<file path="src/rtl/scrub_pkg.sv">
// Shared constants and the one-bit CRC-32 step used by the scrubbing checker.
// Assumes MSB-first, non-reflected CRC-32 over arbitrary word widths.
package scrub_pkg;

    localparam logic [31:0] CRC_POLY = 32'h04C1_1DB7;
    localparam logic [31:0] CRC_SEED = 32'hFFFF_FFFF;

    // Advance the CRC register by one input bit.
    function automatic logic [31:0] crc_bit(input logic [31:0] c, input logic d);
        return {c[30:0], 1'b0} ^ ({32{c[31] ^ d}} & CRC_POLY);
    endfunction

endpackage

</file>
<file path="src/rtl/scrub_sched.sv">
// Scrub scheduler: free-running period counter that launches sweeps,
// tracks the sweep in progress and flags overruns.
// Assumes PERIOD_CYC >= 2 and that sweep_done is a single-cycle pulse.
module scrub_sched #(
    parameter int PERIOD_CYC = 9_000_000
) (
    input  logic clk,
    input  logic rst_n,
    input  logic sweep_done,
    input  logic ovr_clr,
    output logic sweep_start,
    output logic sweep_busy,
    output logic overrun
);
    localparam int CNT_W = $clog2(PERIOD_CYC);
    localparam logic [CNT_W-1:0] CNT_LAST = CNT_W'(PERIOD_CYC - 1);

    logic [CNT_W-1:0] cnt_q;
    logic             tick;

    assign tick = (cnt_q == CNT_LAST);

    // Period counter: wraps every PERIOD_CYC cycles.
    always_ff @(posedge clk) begin
        if (!rst_n)    cnt_q <= '0;
        else if (tick) cnt_q <= '0;
        else           cnt_q <= cnt_q + 1'b1;
    end

    // Sweep launch pulse and busy tracking.
    always_ff @(posedge clk) begin
        if (!rst_n) begin
            sweep_start <= 1'b0;
            sweep_busy  <= 1'b0;
        end else begin
            sweep_start <= tick & ~sweep_busy;
            if (tick && !sweep_busy) sweep_busy <= 1'b1;
            else if (sweep_done)     sweep_busy <= 1'b0;
        end
    end

    // Sticky overrun: a due sweep found the previous one still running.
    always_ff @(posedge clk) begin
        if (!rst_n)                 overrun <= 1'b0;
        else if (tick && sweep_busy) overrun <= 1'b1;
        else if (ovr_clr)           overrun <= 1'b0;
    end

    p_start_pulse_r1: assert property (@(posedge clk) disable iff (!rst_n)
        sweep_start |=> !sweep_start);
    p_busy_rise_r1: assert property (@(posedge clk) disable iff (!rst_n)
        $rose(sweep_busy) |-> sweep_start);
    p_ovr_sticky_r3: assert property (@(posedge clk) disable iff (!rst_n)
        $fell(overrun) |-> $past(ovr_clr));

endmodule

</file>
<file path="src/rtl/scrub_frame_crc.sv">
// Per-frame CRC engine with one-shot upset injection on the input word.
// Assumes the start-marked word is the first word of each frame; the CRC
// register is reseeded there, so no state carries across frames.
module scrub_frame_crc #(
    parameter int WORD_W = 32,
    parameter int BIT_W  = 5
) (
    input  logic              clk,
    input  logic              rst_n,
    input  logic              in_valid,
    input  logic              in_sof,
    input  logic              in_eof,
    input  logic [WORD_W-1:0] in_data,
    input  logic              inj_req,
    input  logic [BIT_W-1:0]  inj_bit,
    output logic              frame_end,
    output logic [31:0]       crc_final
);
    import scrub_pkg::*;

    localparam logic [WORD_W-1:0] ONE = WORD_W'(1);

    logic [31:0]       crc_q;
    logic              inj_armed;
    logic              inj_pend;
    logic [WORD_W-1:0] word_used;

    assign inj_pend  = inj_armed | inj_req;
    assign word_used = (in_valid && inj_pend) ? (in_data ^ (ONE << inj_bit)) : in_data;
    assign frame_end = in_valid & in_eof;

    // Fold the (possibly corrupted) word into the running CRC, MSB first.
    always_comb begin
        logic [31:0] c;
        c = in_sof ? CRC_SEED : crc_q;
        for (int i = WORD_W - 1; i >= 0; i--) c = crc_bit(c, word_used[i]);
        crc_final = c;
    end

    // Hold the running CRC and the pending injection request.
    always_ff @(posedge clk) begin
        if (!rst_n) begin
            crc_q     <= CRC_SEED;
            inj_armed <= 1'b0;
        end else begin
            if (in_valid) crc_q <= crc_final;
            inj_armed <= inj_pend & ~in_valid;
        end
    end

    p_inj_spent_r9: assert property (@(posedge clk) disable iff (!rst_n)
        (inj_pend && in_valid) |=> !inj_armed);

endmodule

</file>
<file path="src/rtl/scrub_codebook.sv">
// Golden CRC codebook: host write port, asynchronous read by frame index.
// Assumes the host loads it before scrubbing; contents are not reset.
module scrub_codebook #(
    parameter int DEPTH = 64,
    parameter int IDX_W = 6
) (
    input  logic             clk,
    input  logic             wr_en,
    input  logic [IDX_W-1:0] wr_addr,
    input  logic [31:0]      wr_data,
    input  logic [IDX_W-1:0] rd_addr,
    output logic [31:0]      rd_data
);
    logic [31:0] mem [DEPTH];

    // Host write of one golden entry.
    always_ff @(posedge clk) begin
        if (wr_en) mem[wr_addr] <= wr_data;
    end

    assign rd_data = mem[rd_addr];

endmodule

</file>
<file path="src/rtl/cfg_crc_scrub.sv">
// Configuration frame CRC scrubbing checker (top).
// Tracks the frame index, compares each frame CRC with its codebook entry
// and keeps the upset flag, failing index and saturating count.
// Assumes DEPTH >= 2 and that frames arrive in index order.
module cfg_crc_scrub #(
    parameter int WORD_W     = 32,
    parameter int DEPTH      = 64,
    parameter int PERIOD_CYC = 9_000_000,
    parameter int ERR_W      = 16,
    localparam int IDX_W     = $clog2(DEPTH),
    localparam int BIT_W     = $clog2(WORD_W)
) (
    input  logic              clk,
    input  logic              rst_n,
    input  logic              cb_wr_en,
    input  logic [IDX_W-1:0]  cb_wr_addr,
    input  logic [31:0]       cb_wr_data,
    input  logic              rb_valid,
    input  logic              rb_sof,
    input  logic              rb_eof,
    input  logic [WORD_W-1:0] rb_data,
    input  logic              inj_req,
    input  logic [BIT_W-1:0]  inj_bit,
    input  logic              err_clr,
    output logic              sweep_start,
    output logic              sweep_busy,
    output logic              scrub_overrun,
    output logic              upset_flag,
    output logic [IDX_W-1:0]  upset_frame,
    output logic [ERR_W-1:0]  upset_count
);
    localparam logic [IDX_W-1:0] IDX_LAST = IDX_W'(DEPTH - 1);
    localparam logic [ERR_W-1:0] CNT_MAX  = '1;

    logic [IDX_W-1:0] frame_idx;
    logic             frame_end;
    logic [31:0]      crc_val;
    logic [31:0]      golden;
    logic             mismatch;
    logic             sweep_done;

    scrub_frame_crc #(.WORD_W(WORD_W), .BIT_W(BIT_W)) u_crc (
        .clk(clk), .rst_n(rst_n),
        .in_valid(rb_valid), .in_sof(rb_sof), .in_eof(rb_eof), .in_data(rb_data),
        .inj_req(inj_req), .inj_bit(inj_bit),
        .frame_end(frame_end), .crc_final(crc_val)
    );

    scrub_codebook #(.DEPTH(DEPTH), .IDX_W(IDX_W)) u_cb (
        .clk(clk), .wr_en(cb_wr_en), .wr_addr(cb_wr_addr), .wr_data(cb_wr_data),
        .rd_addr(frame_idx), .rd_data(golden)
    );

    assign sweep_done = frame_end && (frame_idx == IDX_LAST);
    assign mismatch   = frame_end && (crc_val != golden);

    scrub_sched #(.PERIOD_CYC(PERIOD_CYC)) u_sched (
        .clk(clk), .rst_n(rst_n), .sweep_done(sweep_done), .ovr_clr(err_clr),
        .sweep_start(sweep_start), .sweep_busy(sweep_busy), .overrun(scrub_overrun)
    );

    // Frame index: advances per frame end, wraps after the last codebook entry.
    always_ff @(posedge clk) begin
        if (!rst_n)          frame_idx <= '0;
        else if (sweep_done) frame_idx <= '0;
        else if (frame_end)  frame_idx <= frame_idx + 1'b1;
    end

    // Upset record: sticky flag (mismatch beats clear), failing index, count.
    always_ff @(posedge clk) begin
        if (!rst_n) begin
            upset_flag  <= 1'b0;
            upset_frame <= '0;
            upset_count <= '0;
        end else begin
            if (mismatch)     upset_flag <= 1'b1;
            else if (err_clr) upset_flag <= 1'b0;
            if (mismatch) begin
                upset_frame <= frame_idx;
                if (upset_count != CNT_MAX) upset_count <= upset_count + 1'b1;
            end
        end
    end

    p_idx_wrap_r5: assert property (@(posedge clk) disable iff (!rst_n)
        (frame_end && frame_idx == IDX_LAST) |=> frame_idx == '0);
    p_count_mono_r7: assert property (@(posedge clk) disable iff (!rst_n)
        1'b1 |=> upset_count >= $past(upset_count));
    p_count_sat_r7: assert property (@(posedge clk) disable iff (!rst_n)
        upset_count == CNT_MAX |=> upset_count == CNT_MAX);
    p_flag_clear_r8: assert property (@(posedge clk) disable iff (!rst_n)
        $fell(upset_flag) |-> $past(err_clr));
    p_done_ends_busy_r2: assert property (@(posedge clk) disable iff (!rst_n)
        (sweep_done && sweep_busy) |=> !sweep_busy || sweep_start);

endmodule

</file>
<file path="config.mk">
export PLATFORM = sky130hd
export DESIGN_NAME = cfg_crc_scrub
export DESIGN_NICKNAME = d
export VERILOG_FILES = /design/src/rtl/scrub_pkg.sv /design/src/rtl/scrub_sched.sv /design/src/rtl/scrub_frame_crc.sv /design/src/rtl/scrub_codebook.sv /design/src/rtl/cfg_crc_scrub.sv
export SDC_FILE = /design/constraint.sdc
export NUM_CORES = 2
export LEC_CHECK = 0
export BUFFER_PORTS_ARGS = -buffer_cell sky130_fd_sc_hd__buf_2
export CORE_ASPECT_RATIO = 2
export CORE_UTILIZATION = 50
export DETAILED_ROUTE_END_ITERATION = 10
export PLACE_DENSITY = 0.62
export SYNTH_ARGS = -nofsm -noshare
export SYNTH_HDL_FRONTEND = slang
export SYNTH_SLANG_ARGS = --single-unit
</file>
<file path="constraint.sdc">
create_clock -name clk -period 6.15 [get_ports clk]
set_input_delay 0.3075 -clock clk [delete_from_list [all_inputs] [get_ports clk]]
set_output_delay 0.3075 -clock clk [all_outputs]
set_load 0.05 [all_outputs]
</file>
After elaboration in Yosys (flattened, before gate mapping)
Memories as Yosys holds them, arrays and structs flattened. A register that Yosys moved wholly into a read port is not among the register bits.
Cells that the tools add are included.
- flip-flop bits (word level): 89
- memory bits (writable): 2048
- bits of input ports: 83
- output and inout port bits: 26
- word-level logic and storage cells: 114
- memories kept: 1
- memory list (name ; words ; bits a word ; read ports ; clocked after Yosys merged registers in ; wr ports ; line ; text):
    u_cb.mem ; 64 ; 32 ; 1 ; 1 ; 1 ; scrub_codebook.sv:14 ; logic [31:0] mem [DEPTH];
- $add $sub $neg: 3
- equality and inequality tests: 4
- shift-type cells: 1
- multiplexer cells: 11
- bitwise gates (word level): 72
- reductions and logical operators: 12
- operators by type and width (kind ; count):
    $xor 32x27->32 ; 32
    $mux 32 ; 2
    $ne 32x32->1 ; 1
    $shl 1x5->32 const A ; 1
    $xor 1x1->1 ; 32
    $xor 32x32->32 ; 1
    $add 24x1->24 const B ; 1
    $eq 24x24->1 const B ; 1
    $add 16x1->16 const B ; 1
    $ne 16x16->1 const B ; 1
    $mux 6 ; 2
    $mux 1 ; 7
    $add 6x1->6 const B ; 1
    $eq 6x6->1 const B ; 1
    $reduce_bool 2->1 ; 3
    $logic_and 1x1->1 ; 5
    $reduce_or 2->1 ; 2
    $and 1x1->1 ; 3
    $not 1->1 ; 3
    $reduce_and 2->1 ; 1
    $logic_not 1->1 ; 1
    $or 1x1->1 ; 1

Depth between registers and ports, before layout
- word-level depth: 70
- mapped depth: 22
- gate-level depth less buffers: 15

By module
From an unflattened synthesis, not the netlist that was laid out.
- cell total of the unflattened synthesis: 4227
- area, all modules: 86895.8 µm²
- modules (own cells, without submodules) (module ; times used ; cells each ; area an instance (µm²) ; seq. area each (µm²)):
    scrub_codebook ; 1 ; 3292 ; 77874.7 ; 61499.0
    scrub_frame_crc ; 1 ; 601 ; 6094.6 ; 660.6
    cfg_crc_scrub ; 1 ; 194 ; 1686.6 ; 580.6
    scrub_sched ; 1 ; 140 ; 1239.9 ; 540.5

Worst setup path before layout
No wires, ideal clock.
- path type: register to register
- from: register with a tool-made name
- to: register upset_count[11]
- setup time: 0.070 ns
- data arrival time: 5.288 ns
- data required time: 6.080 ns
- setup slack: 0.792 ns
- stages on the path, launching flop included: 20
- path buffers: 9
- clock period less this slack: 5.358 ns
- cells stage by stage: dfxtp_1 -> buf_2 -> buf_4 -> buf_4 -> buf_2 -> buf_2 -> buf_1 -> buf_1 -> mux4_2 -> mux4_2 -> a221oi_1 -> nor2_1 -> a2bb2oi_1 -> o21ai_0 -> nor4_1 -> and4_4 -> buf_6 -> buf_6 -> o41ai_1 -> a21oi_1
- RTL lines (what ; line ; text):
    to (signal assigned) ; cfg_crc_scrub.sv:80 ; if (upset_count != CNT_MAX) upset_count <= upset_count + 1'b1;
    to (decl) ; cfg_crc_scrub.sv:30 ; output logic [ERR_W-1:0] upset_count

Final worst setup path
- from: register u_crc.inj_armed
- to: register upset_count[12]
- longest elaborated chain between the ends: 44
- elaborated cells between the ends (all ways): 70
- classes of those cells: eq/ne (1); mux (1); bitwise (65); reduce/logical (3)
- ends and longest elaborated chain (what ; line ; text):
    from (decl) ; scrub_frame_crc.sv:24 ; logic inj_armed;
    from (signal assigned) ; scrub_frame_crc.sv:47 ; inj_armed <= inj_pend & ~in_valid;
    $or 1x1->1 * ; scrub_frame_crc.sv:28 ; assign inj_pend = inj_armed | inj_req;
    $logic_and 1x1->1 * ; scrub_frame_crc.sv:29 ; assign word_used = (in_valid && inj_pend) ? (in_data ^ (ONE << inj_bit)) : in_data;
    $mux 32 * ; scrub_frame_crc.sv:29 ;
    $xor 1x1->1 ; scrub_pkg.sv:10 ; return {c[30:0], 1'b0} ^ ({32{c[31] ^ d}} & CRC_POLY);
    $xor 32x27->32 (6 in a row) ; scrub_pkg.sv:10 ;
    $xor 1x1->1 ; scrub_pkg.sv:10 ;
    $xor 32x27->32 (6 in a row) ; scrub_pkg.sv:10 ;
    $xor 1x1->1 ; scrub_pkg.sv:10 ;
    [... 13 more ...] ; n/a ;
    $xor 1x1->1 ; scrub_pkg.sv:10 ;
    $xor 32x27->32 (6 in a row) ; scrub_pkg.sv:10 ;
    $xor 1x1->1 ; scrub_pkg.sv:10 ;
    $xor 32x27->32 ; scrub_pkg.sv:10 ;
    $xor 32x27->32 * ; scrub_pkg.sv:10 ;
    $ne 32x32->1 * ; cfg_crc_scrub.sv:55 ; assign mismatch = frame_end && (crc_val != golden);
    $logic_and 1x1->1 * ; cfg_crc_scrub.sv:55 ;
    $reduce_and 2->1 (no line) * ; n/a ;
Mark *: on every way between the ends. The rest lies on a longest branch, timed or not.
A chain may end at the register's enable or synchronous reset.

==> qor.yml <==
synth.ff_latch_count: 2143
cp-end-kind: "flop"
die_y_um: 592
syn_inst: 4089
clk_latency_ns: 0.82
yosysTopAreaCell: "edfxtp_1"
ys_top_cells_by_count: "2,048 x edfxtp_1, 621 x mux4_2, 209 x xnor2_1"
finalClockSkew_ns: 0.0698
synth_edf_count: 2048
fin_nets: 4484
synthDistinctLibCells: 77
path_class: "flop to flop"
htree_num_levels: 4
cpMostUsedCell: "xnor3_2"
crit_required_ns: 6.83
via_count: 42900
clk_path_buf_depth: 4
route.detailed.drc: 0
synth_nets: 4175
seq_area_frac_synth_pct: 72.9
rsz0062_at_grt: "no"
cts_tree: "built"
fin_crit_ns: 5.83
grt_use_met1_pct: 30.6
hold_viol: 0
antenna_found_initial: 16
cp_slowest_cell: "o32ai_1"
overflow: 0
cp_cell_sequence: "o211ai_1 > or2_2 > o32ai_1 > xnor3_1 > xnor3_1 > xnor3_2 > xnor3_2 > xnor3_2 > or3_1 > nand4_1 > a2111o_1 > nor3_1 > buf_4 > and4_4 > buf_12 > or4_1 > a21oi_1"
finalSetupViolations: 0
max_stage_delay_ns: 0.64
timing.final.crit_share_pct: 94.8
initial_core_util_pct: 50.3
synth.top_cell.area_share_pct: 70.8
dieArea_sq_um: 176000
synthToLayoutAreaGrowth_pct: 12.5
grt_max_degree: 68
gr-usage-met3_pct: 3.40
wl_per_cell_um: 34.8
via_per_inst: 6.29
synthTopCellsByArea: "edfxtp_1 71%, mux4_2 16%, dfxtp_1 2.2%"
io_pins: 109
cts_root_buffer: "clkbuf_16"
worst_slack_ns: 0.319
grt_pass1_vias: 44800
yosys_warnings: 0
whs_ns: 0.0477
finalWeightedCongestion: 0.993
grt.busiest_layer: "met2"
fmax_mhz: 171
synth_area_per_cell_sq_um: 21.3
portBuffers: 108
outcome: "complete, no violations"
crit_arrival_ns: 6.51
routed_wl_um: 237000
path_delay_family: "XOR/XNOR gates"
drive_gt1_share_pct: 29.1
start_kind: "flop"
core_sq_um: 173000
slew_headroom_pct: 13.9
pre_cts_slack_ns: -0.243
fp-row-count: 216
tightest_slew_ns: 1.29
ant_nets: 0
hpwl_um: 145000
hp-class: "input pin to flop"
path_clk_slew_ns: 0.07
dp.cells: 6492
syn-cell-area_sq_um: 86900
drv_slew: 0
fin_util_pct: 56.5
seq_area_sq_um: 63400
first_iter_violations: 3814
die_width_um: 297
multi_input_area_sq_um: 23100
cp_num_buf_inv: 2
ys.flop_type: "edfxtp_1"
cts.sinks: 2143
grt.met2_usage_pct: 50.2
grt_first_pass_wirelength_um: 334000
synthArstFlopShare_pct: 0
drv_cap: 0
fill_cells: 12900
grt_use_total_pct: 27.2
numCtsBuffers: 187
crit_fanout: 31
drtPass1Iterations: 5
fin_cells: 6822
synthMostInstantiatedCell: "edfxtp_1"
-- cell families (layout without fill, tap and decap cells) --
| family | after synthesis | count (layout) | synth area share [%] |
|---|---|---|---|
| and+or+nand+nor | 466 | 466 | 2.53 |
| muxes | 636 | 636 | 16.3 |
| xor gates and xnor gates | 391 | 391 | 5.38 |
| buffers and inverters | 230 | 671 | 1.10 |
| DFF | 2143 | 2143 | 72.9 |
| other | 0 | 3 | 0 |
| AOI/OAI and AO/OA | 220 | 220 | 1.73 |
| adders and majority gates | 3 | 3 | 0.0432 |
-- registers in the layout (all words and copies together), names as in the netlist, named ones only --
signal               cells
u_cb.mem              2048
u_crc.crc_q             32
u_sched.sweep_busy       1
upset_frame              6
upset_flag               1
upset_count             16
u_sched.sweep_start      1
u_crc.inj_armed          1
frame_idx                6
u_sched.overrun          1
u_sched.cnt_q           24
-- per-layer routing --
metal,share of wire [%],up-vias
li1,-,17500
met1,34,23300
met2,55,1592
met3,5.1,536
met4,5.9,18
met5,0.048,-
-- layout make-up --
cell class	instances	share of cell area, %
flip-flops and latches	2143	64.9
well taps	2289	2.93
clock buffers	227	5.03
repair buffers	338	2.61
inverters	12	0.0461
diodes	3	0.00768
clock inverters	94	0.887
multi-input cells	1716	23.6
-- through the flow --
step	cell area [sq um]	TNS [ns]
floorplan	86900	0
global placement	91900	-5.17
detailed placement	91900	-4.54
CTS	97700	0
global route	97700	0
finish	97700	0
-- cell usage in the layout, fill, tap and decap left out, types with 9 or more instances in the layout --
| master | count |
|---|---|
| a21oi_1 | 41 |
| a221oi_1 | 25 |
| a22o_1 | 20 |
| a22oi_1 | 30 |
| and3_1 | 9 |
| buf_12 | 22 |
| buf_2 | 108 |
| buf_4 | 204 |
| bufinv_16 | 16 |
| clkbuf_1 | 36 |
| clkbuf_16 | 191 |
| clkinv_1 | 37 |
| clkinv_2 | 29 |
| dfxtp_1 | 89 |
| edfxtp_1 | 2048 |
| inv_1 | 11 |
| mux2i_1 | 11 |
| mux4_2 | 621 |
| nand2_1 | 109 |
| nand2b_1 | 9 |
| nand3_1 | 34 |
| nand4_1 | 12 |
| nor2_1 | 117 |
| nor2_4 | 63 |
| nor2b_1 | 15 |
| nor3_1 | 18 |
| nor4_1 | 13 |
| o21ai_0 | 48 |
| o22ai_1 | 9 |
| o31ai_1 | 9 |
| or3_1 | 12 |
| or4_1 | 11 |
| xnor2_1 | 209 |
| xnor3_1 | 57 |
| xor2_1 | 88 |
| xor3_1 | 13 |
-- what timing repair did --
item / in CTS / in global routing
endpoints found under the setup margin: 1 / 16
hold buffers: 4 / 0
pin swaps: 0 / 1
buffers inserted: 0 / 2
hold endpoints to repair: 5 / 0
gates resized for setup: 1 / 1
-- path summary, 6_finish.rpt --
kind                    start          endpoint  slack, ns  cells past startpoint
max           u_crc.inj_armed   upset_count[12]       0.32                     17
max reg2reg   u_crc.inj_armed   upset_count[12]       0.32                     17
min                     rst_n   u_crc.crc_q[16]       0.05                      2
min reg2reg  u_sched.cnt_q[0]  u_sched.cnt_q[0]       0.46                      1
Power is not shown: default switching activity piles up to over one toggle a cycle in this logic, so the estimate is an artifact.
